==> src/rtl/ckacc_pkg.sv <==
package ckacc_pkg;
  typedef enum logic [1:0] {
    LVL_NONE       = 2'd0,
    LVL_UPPER_HALF = 2'd1,
    LVL_UPPER_3Q   = 2'd2,
    LVL_ALL        = 2'd3
  } prot_lvl_e;

  localparam int BOUND_QUARTER = 512;
  localparam int BOUND_HALF    = 1024;
  localparam int N_BINS        = 3;
  localparam int N_IDS         = 4;
  localparam int NIB_W         = 4;
endpackage

==> src/rtl/ckacc_prot_decode.sv <==
module ckacc_prot_decode
  import ckacc_pkg::*;
#(
  parameter int MEM_WORDS = 2048
) (
  input  logic [5:0] pairs_i,
  input  logic [1:0] field_i,
  output prot_lvl_e  lvl_o
);
  localparam bit HAS_UPPER_HALF = (MEM_WORDS > BOUND_HALF);

  logic consistent;

  always_comb begin
    consistent = (pairs_i[5:4] == field_i) && (pairs_i[3:2] == field_i) &&
                 (pairs_i[1:0] == field_i);
    lvl_o = LVL_NONE;
    if (consistent) begin
      unique case (field_i)
        2'b11: lvl_o = LVL_NONE;
        2'b10: lvl_o = HAS_UPPER_HALF ? LVL_UPPER_HALF : LVL_NONE;
        2'b01: lvl_o = LVL_UPPER_3Q;
        default: lvl_o = LVL_ALL;
      endcase
    end
  end
endmodule

==> src/rtl/ckacc_bins.sv <==
module ckacc_bins
  import ckacc_pkg::*;
#(
  parameter int MEM_WORDS = 2048,
  parameter int ADDR_W    = 14,
  parameter int WORD_W    = 14,
  parameter int SUM_W     = 16
) (
  input  logic                          clk,
  input  logic                          rst_n,
  input  logic                          vld_i,
  input  logic                          first_i,
  input  logic [ADDR_W-1:0]             addr_i,
  input  logic [WORD_W-1:0]             data_i,
  output logic [N_BINS-1:0][SUM_W-1:0]  bin_nxt_o
);
  localparam logic [ADDR_W-1:0] CAL_ADDR = ADDR_W'(MEM_WORDS - 1);

  function automatic int bin_lo(input int b);
    return (b == 0) ? 0 : ((b == 1) ? BOUND_QUARTER : BOUND_HALF);
  endfunction

  function automatic int bin_hi(input int b);
    return (b == 0) ? BOUND_QUARTER : ((b == 1) ? BOUND_HALF : MEM_WORDS - 1);
  endfunction

  logic [N_BINS-1:0][SUM_W-1:0] bin_q;

  for (genvar b = 0; b < N_BINS; b++) begin : g_bin
    localparam logic [ADDR_W-1:0] LO_A = ADDR_W'(bin_lo(b));
    localparam logic [ADDR_W-1:0] HI_A = ADDR_W'(bin_hi(b));
    logic hit;

    always_comb begin
      hit = (addr_i >= LO_A) && (addr_i < HI_A) && (addr_i < CAL_ADDR);
      bin_nxt_o[b] = first_i ? '0 : bin_q[b];
      if (hit) bin_nxt_o[b] = bin_nxt_o[b] + SUM_W'(data_i);
    end

    always_ff @(posedge clk or negedge rst_n) begin
      if (!rst_n)     bin_q[b] <= '0;
      else if (vld_i) bin_q[b] <= bin_nxt_o[b];
    end
  end

  AST_CAL_SKIPPED: assert property (@(posedge clk) disable iff (!rst_n)
    vld_i && !first_i && addr_i == CAL_ADDR |=> $stable(bin_q));
  AST_BEYOND_MEM: assert property (@(posedge clk) disable iff (!rst_n)
    vld_i && !first_i && addr_i >= ADDR_W'(MEM_WORDS) |=> $stable(bin_q));
endmodule

==> src/rtl/ckacc_cfg_capture.sv <==
module ckacc_cfg_capture
  import ckacc_pkg::*;
#(
  parameter int ADDR_W = 14,
  parameter int WORD_W = 14,
  parameter int SUM_W  = 16,
  parameter logic [ADDR_W-1:0] CFG_ADDR = 14'h2007,
  parameter logic [ADDR_W-1:0] ID_BASE  = 14'h2000
) (
  input  logic              clk,
  input  logic              rst_n,
  input  logic              vld_i,
  input  logic              first_i,
  input  logic [ADDR_W-1:0] addr_i,
  input  logic [WORD_W-1:0] data_i,
  output logic [WORD_W-1:0] cfg_nxt_o,
  output logic [SUM_W-1:0]  id_pack_nxt_o
);
  logic [WORD_W-1:0]            cfg_q;
  logic [N_IDS-1:0][NIB_W-1:0]  id_q;
  logic [N_IDS-1:0][NIB_W-1:0]  id_nxt;

  always_comb begin
    cfg_nxt_o = first_i ? '1 : cfg_q;
    if (addr_i == CFG_ADDR) cfg_nxt_o = data_i;
  end

  for (genvar k = 0; k < N_IDS; k++) begin : g_id
    localparam logic [ADDR_W-1:0] ID_A = ID_BASE + ADDR_W'(k);
    always_comb begin
      id_nxt[k] = first_i ? '1 : id_q[k];
      if (addr_i == ID_A) id_nxt[k] = data_i[NIB_W-1:0];
    end
    // id0 lands in the most significant nibble
    assign id_pack_nxt_o[SUM_W-1-k*NIB_W -: NIB_W] = id_nxt[k];
  end

  always_ff @(posedge clk or negedge rst_n) begin
    if (!rst_n) begin
      cfg_q <= '1;
      id_q  <= '1;
    end else if (vld_i) begin
      cfg_q <= cfg_nxt_o;
      id_q  <= id_nxt;
    end
  end

  AST_RESERVED_IGNORED: assert property (@(posedge clk) disable iff (!rst_n)
    vld_i && !first_i && addr_i == ID_BASE + ADDR_W'(N_IDS)
    |=> $stable(cfg_q) && $stable(id_q));
endmodule

==> src/rtl/prog_cksum_acc.sv <==
module prog_cksum_acc
  import ckacc_pkg::*;
#(
  parameter int MEM_WORDS = 2048,
  parameter int ADDR_W    = 14,
  parameter int WORD_W    = 14,
  parameter int SUM_W     = 16,
  parameter logic [ADDR_W-1:0] CFG_ADDR = 14'h2007,
  parameter logic [ADDR_W-1:0] ID_BASE  = 14'h2000
) (
  input  logic              clk,
  input  logic              rst_n,
  input  logic              in_valid,
  input  logic              in_start,
  input  logic              in_last,
  input  logic [ADDR_W-1:0] in_addr,
  input  logic [WORD_W-1:0] in_data,
  output logic [SUM_W-1:0]  cksum,
  output logic              cksum_done
);
  logic [1:0] rst_sync_q;
  logic       rst_n_s;

  always_ff @(posedge clk or negedge rst_n) begin
    if (!rst_n) rst_sync_q <= 2'b00;
    else        rst_sync_q <= {rst_sync_q[0], 1'b1};
  end
  assign rst_n_s = rst_sync_q[1];

  logic                         first;
  logic [N_BINS-1:0][SUM_W-1:0] bin_nxt;
  logic [WORD_W-1:0]            cfg_nxt;
  logic [SUM_W-1:0]             id_pack_nxt;
  prot_lvl_e                    lvl;

  assign first = in_valid && in_start;

  ckacc_bins #(
    .MEM_WORDS(MEM_WORDS), .ADDR_W(ADDR_W), .WORD_W(WORD_W), .SUM_W(SUM_W)
  ) u_bins (
    .clk(clk), .rst_n(rst_n_s), .vld_i(in_valid), .first_i(first),
    .addr_i(in_addr), .data_i(in_data), .bin_nxt_o(bin_nxt)
  );

  ckacc_cfg_capture #(
    .ADDR_W(ADDR_W), .WORD_W(WORD_W), .SUM_W(SUM_W),
    .CFG_ADDR(CFG_ADDR), .ID_BASE(ID_BASE)
  ) u_cfg (
    .clk(clk), .rst_n(rst_n_s), .vld_i(in_valid), .first_i(first),
    .addr_i(in_addr), .data_i(in_data),
    .cfg_nxt_o(cfg_nxt), .id_pack_nxt_o(id_pack_nxt)
  );

  ckacc_prot_decode #(.MEM_WORDS(MEM_WORDS)) u_dec (
    .pairs_i(cfg_nxt[13:8]), .field_i(cfg_nxt[5:4]), .lvl_o(lvl)
  );

  logic [SUM_W-1:0] prog_part, id_part, total;

  always_comb begin
    prog_part = '0;
    id_part   = id_pack_nxt;
    unique case (lvl)
      LVL_NONE: begin
        prog_part = bin_nxt[0] + bin_nxt[1] + bin_nxt[2];
        id_part   = '0;
      end
      LVL_UPPER_HALF: prog_part = bin_nxt[0] + bin_nxt[1];
      LVL_UPPER_3Q:   prog_part = bin_nxt[0];
      default:        prog_part = '0;
    endcase
    total = prog_part + SUM_W'(cfg_nxt) + id_part;
  end

  logic             done_nxt, done_en, sum_en;

  always_comb begin
    sum_en   = in_valid && in_last;
    done_en  = in_valid && (in_last || in_start);
    done_nxt = in_last;
  end

  always_ff @(posedge clk or negedge rst_n_s) begin
    if (!rst_n_s) begin
      cksum      <= '0;
      cksum_done <= 1'b0;
    end else begin
      if (sum_en)  cksum      <= total;
      if (done_en) cksum_done <= done_nxt;
    end
  end

  AST_DONE_AFTER_LAST: assert property (@(posedge clk) disable iff (!rst_n_s)
    in_valid && in_last |=> cksum_done);
  AST_START_DROPS_DONE: assert property (@(posedge clk) disable iff (!rst_n_s)
    in_valid && in_start && !in_last |=> !cksum_done);
  AST_RESULT_HELD: assert property (@(posedge clk) disable iff (!rst_n_s)
    !(in_valid && (in_last || in_start)) |=> $stable(cksum) && $stable(cksum_done));
endmodule

==> config.mk <==
export PLATFORM = sky130hd
export DESIGN_NAME = prog_cksum_acc
export DESIGN_NICKNAME = d
export VERILOG_FILES = /design/src/rtl/ckacc_pkg.sv /design/src/rtl/ckacc_prot_decode.sv /design/src/rtl/ckacc_bins.sv /design/src/rtl/ckacc_cfg_capture.sv /design/src/rtl/prog_cksum_acc.sv
export SDC_FILE = /design/constraint.sdc
export NUM_CORES = 1
export LEC_CHECK = 0
export CAP_MARGIN = 20
export CORE_ASPECT_RATIO = 0.9
export CORE_MARGIN = 2
export CORE_UTILIZATION = 35
export CTS_CLUSTER_DIAMETER = 40
export DETAILED_ROUTE_END_ITERATION = 8
export HOLD_SLACK_MARGIN = 0.06
export PLACE_DENSITY = 0.48
export SLEW_MARGIN = 5
export SYNTH_ARGS = -nofsm -noshare
export SYNTH_HDL_FRONTEND = slang
export SYNTH_HIERARCHICAL = 1
export SYNTH_SLANG_ARGS = --single-unit
==> constraint.sdc <==
create_clock -name clk -period 7.6 [get_ports clk]
set_input_delay 1.14 -clock clk [delete_from_list [all_inputs] [get_ports clk]]
set_output_delay 1.14 -clock clk [all_outputs]
set_load 0.02 [all_outputs]
Word level (Yosys, flattened, before mapping)
Cells that the tools add are included.
{ "word_totals": {"ff_bits": 97, "input_bits": 33, "word_cells": 70, "output_inout_bits": 17} }
{ "op_classes": {"reduce_logical": 13, "n_lt_le_gt_ge": 6, "n_mux": 20, "n_addsub": 7, "n_eq_ne": 13} }
{ "op_table": {"columns": ["op", "n"], "rows": [
  ["16-bit 2-to-1 mux", 7],
  ["14-bit == test, second input constant", 5],
  ["16-bit by 14-bit adder with 16-bit output", 4],
  ["16-bit adder", 3],
  ["16-bit case mux with 3 select lines", 1],
  ["4-bit 2-to-1 mux", 8],
  ["14-bit by 11-bit less-than comparator with 1-bit output, second input constant", 2],
  ["14-bit 2-to-1 mux", 2],
  ["14-bit by 1-bit greater-or-equal comparator with 1-bit output, second input constant", 1],
  ["14-bit by 10-bit greater-or-equal comparator with 1-bit output, second input constant", 1],
  ["14-bit by 11-bit greater-or-equal comparator with 1-bit output, second input constant", 1],
  ["14-bit by 10-bit less-than comparator with 1-bit output, second input constant", 1],
  ["1-bit logical AND", 11],
  ["2-bit == test", 3],
  ["2-bit == test, second input constant", 3],
  ["2-bit case mux with 3 select lines", 1],
  ["2-bit by 1-bit == test with 1-bit output, second input constant", 2],
  ["2-bit zero test", 1],
  ["2-bit 2-to-1 mux", 1],
  ["1-bit logical OR", 1]
]} }

Longest topological paths before layout
Gate-level depths: netlist of run 1.
{ "depth": {"ltp_word": 11, "depth_mapped": 37, "mapped_depth_nobuf": 35} }

Modules after synthesis
Netlist of run 1, hierarchy kept.
{ "by_module_without_submodules": {"columns": ["module", "cells_each", "area_each_um2", "instances", "seq_area_each_um2"], "rows": [
  ["ckacc_bins", 510, 4677.0, 1, 1201.2],
  ["prog_cksum_acc", 435, 3514.6, 1, 475.5],
  ["ckacc_cfg_capture", 250, 1909.3, 1, 788.3],
  ["ckacc_prot_decode", 6, 45.0, 1, 0.0]
]} }

Worst setup path after synthesis of run 1
No wires, ideal clock.
{ "synth_timing": {"kind": "input -> register", "startpoint": "input port in_start", "endpoint": "register cksum[15]", "setup_time_ns": 0.069, "setup_slack_ns": -0.420, "required_time_ns": 7.531, "path_buffers": 3, "stages": 35, "arrival_time_ns": 7.951, "path_cell_list": "and2_1 clkbuf_1 buf_4 buf_2 nor2b_1 ha_1 fa_1 a211o_1 a21oi_1 o21ba_2 xnor2_1 o21ai_0 ha_1 or3_1 o21ai_0 a21oi_1 a31o_2 a21oi_1 xnor2_1 ha_1 a21o_1 a21oi_1 o21ai_2 nor3_1 a21oi_1 o21ai_0 fa_1 ha_1 or3_1 o21ai_0 a31oi_1 nor4_1 nor3b_1 o41a_1 nand3_1"} }
{ "synth_lines": {"columns": ["item", "line_no", "rtl"], "rows": [
  ["start, declared", "prog_cksum_acc.sv:14", "input logic in_start,"],
  ["end signal, assigned", "prog_cksum_acc.sv:88", "if (sum_en) cksum <= total;"],
  ["end, declared", "prog_cksum_acc.sv:18", "output logic [SUM_W-1:0] cksum,"]
]} }

==> summary.md, run 1 <==
| Metric | Value |
|---|---|
| Max VDD drop | 0.1109 mV |
| FMAX | 134.1 MHz |
| Std-Cell Rows | 59 |
| Placed cell area | 0.01287 mm² |
| Initial antenna violation count | 0 |
| Synth warn | 6 |
| Detail Route Antenna Nets | 0 |
| Reg clk slew, reported paths | around 90 ps |
| Pre-CTS WS | -647.6 ps |
| Synth Cell Area | a little over 0.01 mm² |
| DIE WIDTH | 183.5 µm |
| IO buf count | 49 |
| Cells after DPL | 1,833 |
| EDFF count, synth | 0 |
| Largest net degree at the start of global routing | 54 |
| GRT Total Usage | between 20% and 30% |
| Area grow syn2layout | 36.08% |
| LEAKAGE | between 6 and 7 nW |
| Max Cap Violations | 0 |
| Crit path max-delay family | compound AO/OA/AOI/OAI gates |
| Worst path required time | 7910 ps |
| Seq cells post-synth | 97 |
| Gp weighted congestion | 0.8748 |
| Synth async-reset ratio | 100.0% |
| Die Span Y | 165.5 µm |
| Number of CTS-inserted buffers | 9 |
| Root buf cell | clkbuf_16 |
| CP max stage delay | roughly 560 ps |
| Final hold violations | 0 |
| Ys flop type | dfrtp_1 |
| Worst-margin pin slew | 736.5 ps |
| Crit path max fanout | 4 |
| Clock Latency Late Sink | between 300 and 400 ps |
| Starting DRC count in detailed routing | between 600 and 700 |
| Detailed Route WL | 32,520 µm |
| Library cells used by synthesis | 91 |
| Sequential-to-total area share from yosys stat | 24.29% |
| IO Count | 50 |
| Max-slew violations | 0 |
| Cts hold-fix bufs | 0 |
| GRT Residual Overflow | 0 |
| Arrival time of the worst setup path | between 7000 and 8000 ps |
| CTS sink count | between 90 and 100 |
| Element type at the critical path end | register |
| Min Hold Slack | approximately 360 ps |
| Worst setup margin | between 100 and 150 ps |
| # diodes | 0 |
| Power consumption | approximately 2.8 mW |
| Final core occ | 48.08% |
| Min cycle time layout | 7454 ps |
| CP Launch Type | input port |
| Syn avg cell area | around 8.4 µm² |
| Worst Hold Class | reg2reg |
| First-pass DRT Iterations | 5 |
| Kind of critical path | in2reg |
| Initial core utilization | 35.33% |
| Core ar. | 0.02872 mm² |
| Vias in the first global route | 9,377 |
| Full die area | about 0.030 mm² |
| CTS tree | done |
| Slew Limit Headroom | 50.57% |
| Final TNS setup | 0 ps |
| RSZ-0062 raised after global routing | true |
| Finished Cell Area | between 0.01 and 0.015 mm² |
| Layout Cells excl Fill | about 1,900 |
| CTS Buffer Depth | 2 |
| Layout cell share with drive strength beyond 1 | 31.79% |
| Worst Path Buf+Inv | 1 |
| Vias per cell | 5.305 |
| Routed via count | 9,867 |
| Drt wl/cell | 17.49 µm |
| Gate Count Post-Synth | 1,201 |
| Status | finished, final reports clean |
| Slowest-stage cell, CP | or4_4 |
| Final Net Count | roughly 1,600 |
| Final Skew | 15.21 ps |
| Post-DP HPWL | approximately 25,000 µm |
| Final period util | between 90% and 100% |
| First-pass GRT wire length | between 50,000 and 60,000 µm |
| Pwr/cell area | 201.1 mW/mm² |
| Final setup viols | 0 |
| DRC Markers | 0 |
| Syn_nets | 1,343 |
| H-Tree Depth | 3 |
[cells in the final DEF, fill, tap and decap left out, drive strengths merged, types with 7 or more instances in the layout]
cell type      count
a211o              9
a211oi            11
a21o              31
a21oi            138
a22o              26
a31oi             11
a32o              12
and3               8
buf              278
clkbuf             9
clkdlybuf4s50     46
dfrtp             67
dfstp             30
fa                20
ha                89
inv               39
mux2              26
mux2i              9
nand2             78
nand2b             7
nand3             12
nand4             15
nor2             155
nor2b             67
nor3              20
o21a              38
o21ai             70
o31ai              8
or2                7
xnor2             48
xor2              22
[repair_timing]
action                     in CTS  in global routing
resized for setup              43                 67
gates cloned                    0                  0
pin swaps                      36                 43
setup endpoints to repair       3                  5
setup buffers                   4                  6
[state kept, by name, indices dropped and copies added, names as in the netlist]
name / count
cksum: 16
u_cfg/id_q: 16
cksum_done: 1
u_cfg/cfg_q: 14
rst_sync_q: 2
u_bins/bin_q: 48
[worst paths after layout]
path / cells past startpoint / start / end / slack (ps)
hold / removal: 0 / rst_sync_q[0] / rst_sync_q[1] / 360
hold reg to reg: 0 / rst_sync_q[0] / rst_sync_q[1] / 360
min in group asynchronous: 0 / rst_sync_q[1] / u_bins/bin_q[37] / 390
setup reg to reg: 31 / u_bins/bin_q[0] / cksum[15] / 890
setup / recovery: 33 / in_start / cksum[15] / 150
max in group asynchronous: 1 / rst_sync_q[1] / u_bins/bin_q[44] / 6050
[logic make-up (layout without fill, tap and decap cells)]
family / Yosys count / after routing / synth area share (%)
muxes: 35 / 35 / 3.885
adders and majority gates: 109 / 109 / 14.92
xor gates and xnor gates: 70 / 70 / 6.043
and+or+nand+nor: 407 / 407 / 20.32
other: 1 / 1 / 0.03696
AOI/OAI and AO/OA: 396 / 396 / 26.53
DFF: 97 / 97 / 24.29
buffers and inverters: 86 / 379 / 3.971
[where the power goes]
part	internal [mW]	switching, mW	total (mW)
clock network	0.236	0.260	0.496
logic	0.842	0.756	1.60
registers	0.626	0.0562	0.682
total	1.70	1.07	2.78
[cell type report]
class / instances / area, µm²
Multi-Input combinational cell: 1018 / 7824
Tap cell: 366 / 457.9
Clock inverter: 7 / 78.83
Fill cell: 2867 / 14910
Inverter: 37 / 138.9
Clock buffer: 9 / 225.2
Timing Repair Buffer: 326 / 2614
Sequential cell: 97 / 2469
[worst reg2reg max path, delay by kind of cell (launching register included)]
family	cells	cell delay, ps
and+or+nand+nor	9	1570
AOI/OAI and AO/OA	13	2250
xor gates and xnor gates	3	490
adders and majority gates	6	1960
DFF	1	390
[per-layer routing]
| metal | global-route usage (%) | part of all wire, % |
|---|---|---|
| met4 | 4.545 | 1.5 |
| met2 | 34.44 | 44 |
| met3 | 2.478 | 3.5 |
| met5 | 0 | 0 |
| met1 | 31.20 | 51 |
[Yosys cell counts, drive strengths merged, types with 16 or more instances]
master,count,area [µm²]
mux2,26,304.0
buf,16,100.1
a22o,26,227.7
fa,20,400.4
xor2,22,192.7
inv,34,127.6
dfstp,30,788.3
o21a,38,285.3
dfrtp,67,1677
nor3,20,116.4
xnor2,48,420.4
nor2b,67,419.2
ha,89,1114
a21oi,138,713.2
o21ai,70,372.9
a21o,31,232.7
nor2,155,581.8
nand2,78,292.8
clkbuf,33,163.9
(Power assumes the default switching activity.)
==> run 2, diff against run 1 <==
--- a/config.mk
+++ b/config.mk
@@ -11,8 +11,9 @@
 export CORE_UTILIZATION = 35
 export CTS_CLUSTER_DIAMETER = 40
 export DETAILED_ROUTE_END_ITERATION = 8
+export DONT_BUFFER_PORTS = 1
 export HOLD_SLACK_MARGIN = 0.06
-export PLACE_DENSITY = 0.48
+export PLACE_DENSITY = 0.46
 export SLEW_MARGIN = 5
 export SYNTH_ARGS = -nofsm -noshare
 export SYNTH_HDL_FRONTEND = slang
==> summary.md, run 2 (synthesis results as in run 1) <==
| Metric | Value |
|---|---|
| Worst Hold Path Cells | 0 (unchanged) |
| Final period util | 96.10% (was 98.08%) |
| Pwr/cell area | 202.9 mW/mm² (was 201.1 mW/mm²) |
| Largest registers | u_bins/bin_q (48), cksum (16), u_cfg/id_q (16) (unchanged) |
| Gp weighted congestion | 0.8880 (was 0.8748) |
| Final Skew | 15.81 ps (was 15.21 ps) |
| Arrival time of the worst setup path | 7540 ps (was 7760 ps) |
| Routed via count | 8,960 (was 9,867) |
| Layout Cells excl Fill | 1,651 (was 1,860) |
| Max VDD drop | 0.1136 mV (was 0.1109 mV) |
| Min cycle time layout | 7303 ps (was 7454 ps) |
| Final core occ | 41.08% (was 48.08%) |
| CTS sink count | 97 (unchanged) |
| Slew Limit Headroom | 40.69% (was 50.57%) |
| Layout cell share with drive strength beyond 1 | 21.95% (was 31.79%) |
| Largest net degree at the start of global routing | 80 (was 54) |
| Worst Hold End | rst_sync_q[1] (unchanged) |
| Cells after DPL | 1,633 (was 1,833) |
| Area grow syn2layout | 16.28% (was 36.08%) |
| R2R Setup Slk | 960 ps (was 890 ps) |
| CTS Buffer Depth | 2 (unchanged) |
| Status | finished, final reports clean (unchanged) |
| H-Tree Depth | 3 (unchanged) |
| Biggest register | u_bins/bin_q (unchanged) |
| Drt wl/cell | 18.70 µm (was 17.49 µm) |
| Die Span Y | 165.5 µm (unchanged) |
| Finished Cell Area | 0.01180 mm² (was 0.01381 mm²) |
| Commonest non-fill, non-tap cell in the layout | nor2_1 (was buf_4) |
| Worst Hold Class | reg2reg (unchanged) |
| Starting DRC count in detailed routing | 562 (was 625) |
| Initial antenna violation count | 0 (unchanged) |
| Cell mode on critical path | ha_1 |
| Max Cap Violations | 0 (unchanged) |
| DRC Markers | 0 (unchanged) |
| CTS tree | done (unchanged) |
| Max-slew violations | 0 (unchanged) |
| Clock Latency Late Sink | 370 ps (about the same) |
| FMAX | 136.9 MHz (was 134.1 MHz) |
| Detailed Route WL | 30,880 µm (was 32,520 µm) |
| Std-Cell Rows | 59 (unchanged) |
| First-pass DRT Iterations | 5 (unchanged) |
| Final Net Count | 1,422 (was 1,631) |
| Full die area | 0.03037 mm² (unchanged) |
| CP max stage delay | 390 ps (was 560 ps) |
| Commonest cells after routing, fill and taps aside | nor2_1 (153), a21oi_1 (121), buf_4 (113) (was buf_4 (269), nor2_1 (150), a21oi_1 (118)) |
| Final setup viols | 0 (unchanged) |
| IO Count | 50 (unchanged) |
| Element type at the critical path end | register (unchanged) |
| IO buf count | 0 (was 49) |
| Vias in the first global route | 8,501 (was 9,377) |
| Final TNS setup | 0 ps (unchanged) |
| Slowest-stage cell, CP | ha_1 (was or4_4) |
| Number of CTS-inserted buffers | 9 (unchanged) |
| Largest register FFs | 48 (unchanged) |
| Initial core utilization | 35.33% (unchanged) |
| Power consumption | 2.394 mW (was 2.776 mW) |
| Final hold violations | 0 (unchanged) |
| GRT Total Usage | 20.81% (was 21.52%) |
| Detail Route Antenna Nets | 0 (unchanged) |
| First-pass GRT wire length | 48,280 µm (was 50,830 µm) |
| Fillcell total | 2,892 (was 2,867) |
| LEAKAGE | 5.417 nW (was 6.470 nW) |
| Post-DP HPWL | 23,590 µm (was 24,950 µm) |
| Worst path required time | 7840 ps (was 7910 ps) |
| Reg2reg end | cksum[15] (unchanged) |
| Vias per cell | 5.427 (was 5.305) |
| Placed cell area | 0.01123 mm² (was 0.01287 mm²) |
| Cts hold-fix bufs | 0 (unchanged) |
| CP Launch Type | input port (unchanged) |
| Cells on worst reg2reg path | 32 (was 31) |
| FF-to-FF Start | u_bins/bin_q[0] (unchanged) |
| Kind of critical path | in2reg (unchanged) |
| Reg clk slew, reported paths | 90 ps (about the same) |
| Crit path max fanout | 79 (was 4) |
| Worst-margin pin slew | 887.5 ps (was 736.5 ps) |
| # diodes | 0 (unchanged) |
| GRT Residual Overflow | 0 (unchanged) |
| Core ar. | 0.02872 mm² (unchanged) |
| Min-Delay Startpoint | rst_sync_q[0] (unchanged) |
| DIE WIDTH | 183.5 µm (unchanged) |
| Root buf cell | clkbuf_16 (unchanged) |
-- run 2: critical path: cells and delay by family --
| kind | cells | cell delay [ps] |
|---|---|---|
| compound gates | 12 | 2350 |
| xor+xnor | 2 | 340 |
| fa+ha+maj | 5 | 1640 |
| buf+inv | 4 | 570 |
| mux | 1 | 120 |
| simple gates | 7 | 1270 |
-- run 2: metal layers --
metal	track usage (%)	vias up	part of all wire [%]	wire length, µm
met5	0	-	0	0
met4	5.600	0	1.6	495
met3	3.246	25	4.7	1449
met2	32.16	177	44	13570
met1	30.10	4259	50	15370
li1	-	4499	-	-
-- run 2: layout make-up --
type / count / area, µm² / area share [%]
inverter: 37 / 138.9 / 1.177
sequential: 97 / 2469 / 20.92
tap: 366 / 457.9 / 3.882
multi-input combinational: 1018 / 7523 / 63.77
timing repair buffer: 117 / 902.1 / 7.647
clock inverter: 7 / 81.33 / 0.6894
clock buffer: 9 / 225.2 / 1.909
-- run 2: repair_timing --
item,4_1_cts,5_1_grt
gates resized for setup,0,51
setup endpoints to repair,0,4
buffers inserted,0,1
-- run 2: how the worst max path moves through the flow --
stage,slack (ps),start,to
after global routing,-50,in_valid,cksum[15]
final,300,in_valid,cksum[15]
after global placement,-60,in_valid,cksum[15]
after floorplan,7,in_start,cksum[15]
after CTS,220,in_valid,cksum[15]
after detailed placement,-140,in_valid,cksum[15]
-- run 2: power breakdown --
group	total (mW)	internal [mW]	switching, mW
clock	0.498	0.237	0.261
sequential	0.738	0.626	0.112
combinational	1.16	0.562	0.597
total	2.39	1.42	0.969
-- run 2: metrics by stage --
stage	hold slack [ps]	worst slack [ps]
after CTS	366.1	215.1
after global placement	334.5	-62.12
after detailed placement	344.2	-140.2
final	359.2	296.7
after global routing	388.9	-48.51
after floorplan	331.2	6.549
==> run 3, diff against run 2 <==
==> constraint.sdc (replaced) <==
create_clock -name clk -period 8.42 [get_ports clk]
set_input_delay 1.263 -clock clk [delete_from_list [all_inputs] [get_ports clk]]
set_output_delay 1.263 -clock clk [all_outputs]
set_load 0.02 [all_outputs]
==> summary.md, run 3 (synthesis results as in run 1) <==
| Metric | Value |
|---|---|
| Die Span Y | 165.5 µm (unchanged) |
| Worst Path Buf+Inv | 1 (was 4) |
| Element type at the critical path end | register (unchanged) |
| IO Count | 50 (unchanged) |
| H-Tree Depth | 3 (unchanged) |
| Std-Cell Rows | 59 (unchanged) |
| Vias in the first global route | 8,010 (was 8,501) |
| Clock Latency Late Sink | 370 ps (about the same) |
| Cell mode on critical path | a21oi_1 (was ha_1) |
| Worst setup margin | 607.7 ps (was 296.7 ps) |
| Detailed Route WL | 30,160 µm (was 30,880 µm) |
| Clock power frac | 22.1% (was 20.8%) |
| Starting DRC count in detailed routing | 537 (was 562) |
| CP Launch Type | input port (unchanged) |
| Drt wl/cell | 19.42 µm (was 18.70 µm) |
| CTS Buffer Depth | 2 (unchanged) |
| Final setup viols | 0 (unchanged) |
| Largest net degree at the start of global routing | 80 (unchanged) |
| Number of CTS-inserted buffers | 9 (unchanged) |
| Crit path max fanout | 79 (unchanged) |
| Core ar. | 0.02872 mm² (unchanged) |
| Max Cap Violations | 0 (unchanged) |
| Post-DP HPWL | 22,680 µm (was 23,590 µm) |
| Routed via count | 8,526 (was 8,960) |
| Largest registers | u_bins/bin_q (48), cksum (16), u_cfg/id_q (16) (unchanged) |
| Commonest cells after routing, fill and taps aside | nor2_1 (155), a21oi_1 (131), ha_1 (89) (was nor2_1 (153), a21oi_1 (121), buf_4 (113)) |
| Final period util | 92.78% |
| Worst Hold Class | reg2async (was reg2reg) |
| Final Skew | 12.89 ps (was 15.81 ps) |
| Worst-margin pin slew | 1143 ps (was 887.5 ps) |
| Min Hold Slack | 292.5 ps (was 359.2 ps) |
| Max-slew violations | 0 (unchanged) |
| Layout cell share with drive strength beyond 1 | 12.22% (was 21.95%) |
| Area grow syn2layout | 6.499% (was 16.28%) |
| Net Sw Power | 0.8214 mW (was 0.9695 mW) |
| LEAKAGE | 4.852 nW (was 5.417 nW) |
| Seq pwr share | 32.6% (was 30.8%) |
| Fillcell total | 2,925 (was 2,892) |
| Worst path required time | 8720 ps (was 7840 ps) |
| IO buf count | 0 (unchanged) |
| Gp weighted congestion | 0.8725 (was 0.8880) |
| Slew Limit Headroom | 23.81% (was 40.69%) |
| Commonest non-fill, non-tap cell in the layout | nor2_1 (unchanged) |
| First-pass DRT Iterations | 5 (unchanged) |
| CTS sink count | 97 (unchanged) |
| DRC Markers | 0 (unchanged) |
| Arrival time of the worst setup path | 8110 ps (was 7540 ps) |
| Detail Route Antenna Nets | 0 (unchanged) |
| Crit path max-delay family | compound AO/OA/AOI/OAI gates (unchanged) |
| Reg clk slew, reported paths | 80 ps (was 90 ps) |
| Slowest-stage cell, CP | or4_1 (was ha_1) |
| First-pass GRT wire length | 47,200 µm (was 48,280 µm) |
| FMAX | 128.0 MHz |
| RSZ-0062 raised after global routing | false |
| Pre-CTS WS | 166.6 ps (was -140.2 ps) |
| Int Power | 1.215 mW (was 1.424 mW) |
| Switching Share | 40.33% (was 40.50%) |
| Status | finished, final reports clean (unchanged) |
| CTS tree | done (unchanged) |
| Max VDD drop | 0.1018 mV (was 0.1136 mV) |
| GRT Residual Overflow | 0 (unchanged) |
| Worst Setup SP | in_valid (unchanged) |
| Initial core utilization | 35.33% (unchanged) |
| # diodes | 0 (unchanged) |
| Initial antenna violation count | 2 (was 0) |
| Final TNS setup | 0 ps (unchanged) |
| Final hold violations | 0 (unchanged) |
| Root buf cell | clkbuf_16 (unchanged) |
| Vias per cell | 5.490 (was 5.427) |
| GRT Total Usage | 20.45% (was 20.81%) |
| Min cycle time layout | 7812 ps |
| Biggest register | u_bins/bin_q (unchanged) |
| DIE WIDTH | 183.5 µm (unchanged) |
| Post-CTS Setup Repair Bufs | 0 (unchanged) |
| Final Net Count | 1,324 (was 1,422) |
| Pwr/cell area | 188.5 mW/mm² (was 202.9 mW/mm²) |
| CP max stage delay | 500 ps (was 390 ps) |
| Kind of critical path | in2reg (unchanged) |
| Largest register FFs | 48 (unchanged) |
| Comb pwr share | 45.3% (was 48.4%) |
| Full die area | 0.03037 mm² (unchanged) |
| FF-to-FF Start | u_bins/bin_q[16] (was u_bins/bin_q[0]) |
## run 3: path summary, 6_finish.rpt
| kind | end | slack, ps | cells past startpoint |
|---|---|---|---|
| min in group clk | rst_sync_q[1] | 350 | 0 |
| max reg2reg | cksum[15] | 1300 | 31 |
| max | cksum[15] | 610 | 32 |
| min reg2reg | cksum_done | 290 | 0 |
| min | cksum_done | 290 | 0 |
| max in group asynchronous | u_bins/bin_q[38] | 6790 | 1 |
## run 3: final cells by class
class	count	area (µm²)	share of cell area (%)
clock buffer	10	229.0	2.119
clock inverter	6	72.57	0.6716
inverter	37	138.9	1.285
multi-input combinational	1018	7296	67.52
sequential	97	2469	22.85
tap	366	457.9	4.238
timing repair buffer	19	142.6	1.320
## run 3: power by group through the flow
stage	combinational (mW)	sequential (mW)	clock [mW]
2_1_floorplan	0.733	0.662	0
3_3_place_gp	0.924	0.673	0
3_5_place_dp	0.927	0.675	0
4_1_cts	0.932	0.667	0.469
5_1_grt	1.05	0.676	0.487
6_report	0.922	0.665	0.449
## run 3: what timing repair did
action / in CTS / in global routing
gates resized for setup: 0 / 3
hold buffers: 0 / 0
endpoints found under the setup margin: 0 / 1
## run 3: metal layers
metal	global-route usage (%)	wire length [µm]	share of wire [%]
met1	29.35	15400	51
met5	0	0	0
met4	4.255	347	1.2
met3	3.465	1090	3.6
met2	32.28	13320	44
## run 3: worst register-to-register path: cells and delay by family, from the launching register on
family                     cells  cell delay [ps]
AOI/OAI and AO/OA             16             2910
adders and majority gates      6             2020
and+or+nand+nor                6             1310
xor gates and xnor gates       3              420
DFF                            1              380
## run 3: metrics by stage
| step | total power, mW | area [µm²] | cells | util, % |
|---|---|---|---|---|
| 2_1_floorplan | 1.395 | 10150 | 1201 | - |
| 3_3_place_gp | 1.596 | 10490 | 1537 | 36.53 |
| 3_5_place_dp | 1.602 | 10490 | 1537 | 36.53 |
| 4_1_cts | 2.067 | 10790 | 1553 | 37.58 |
| 5_1_grt | 2.216 | 10810 | 1553 | 37.63 |
| 6_report | 2.037 | 10810 | 1553 | 37.63 |
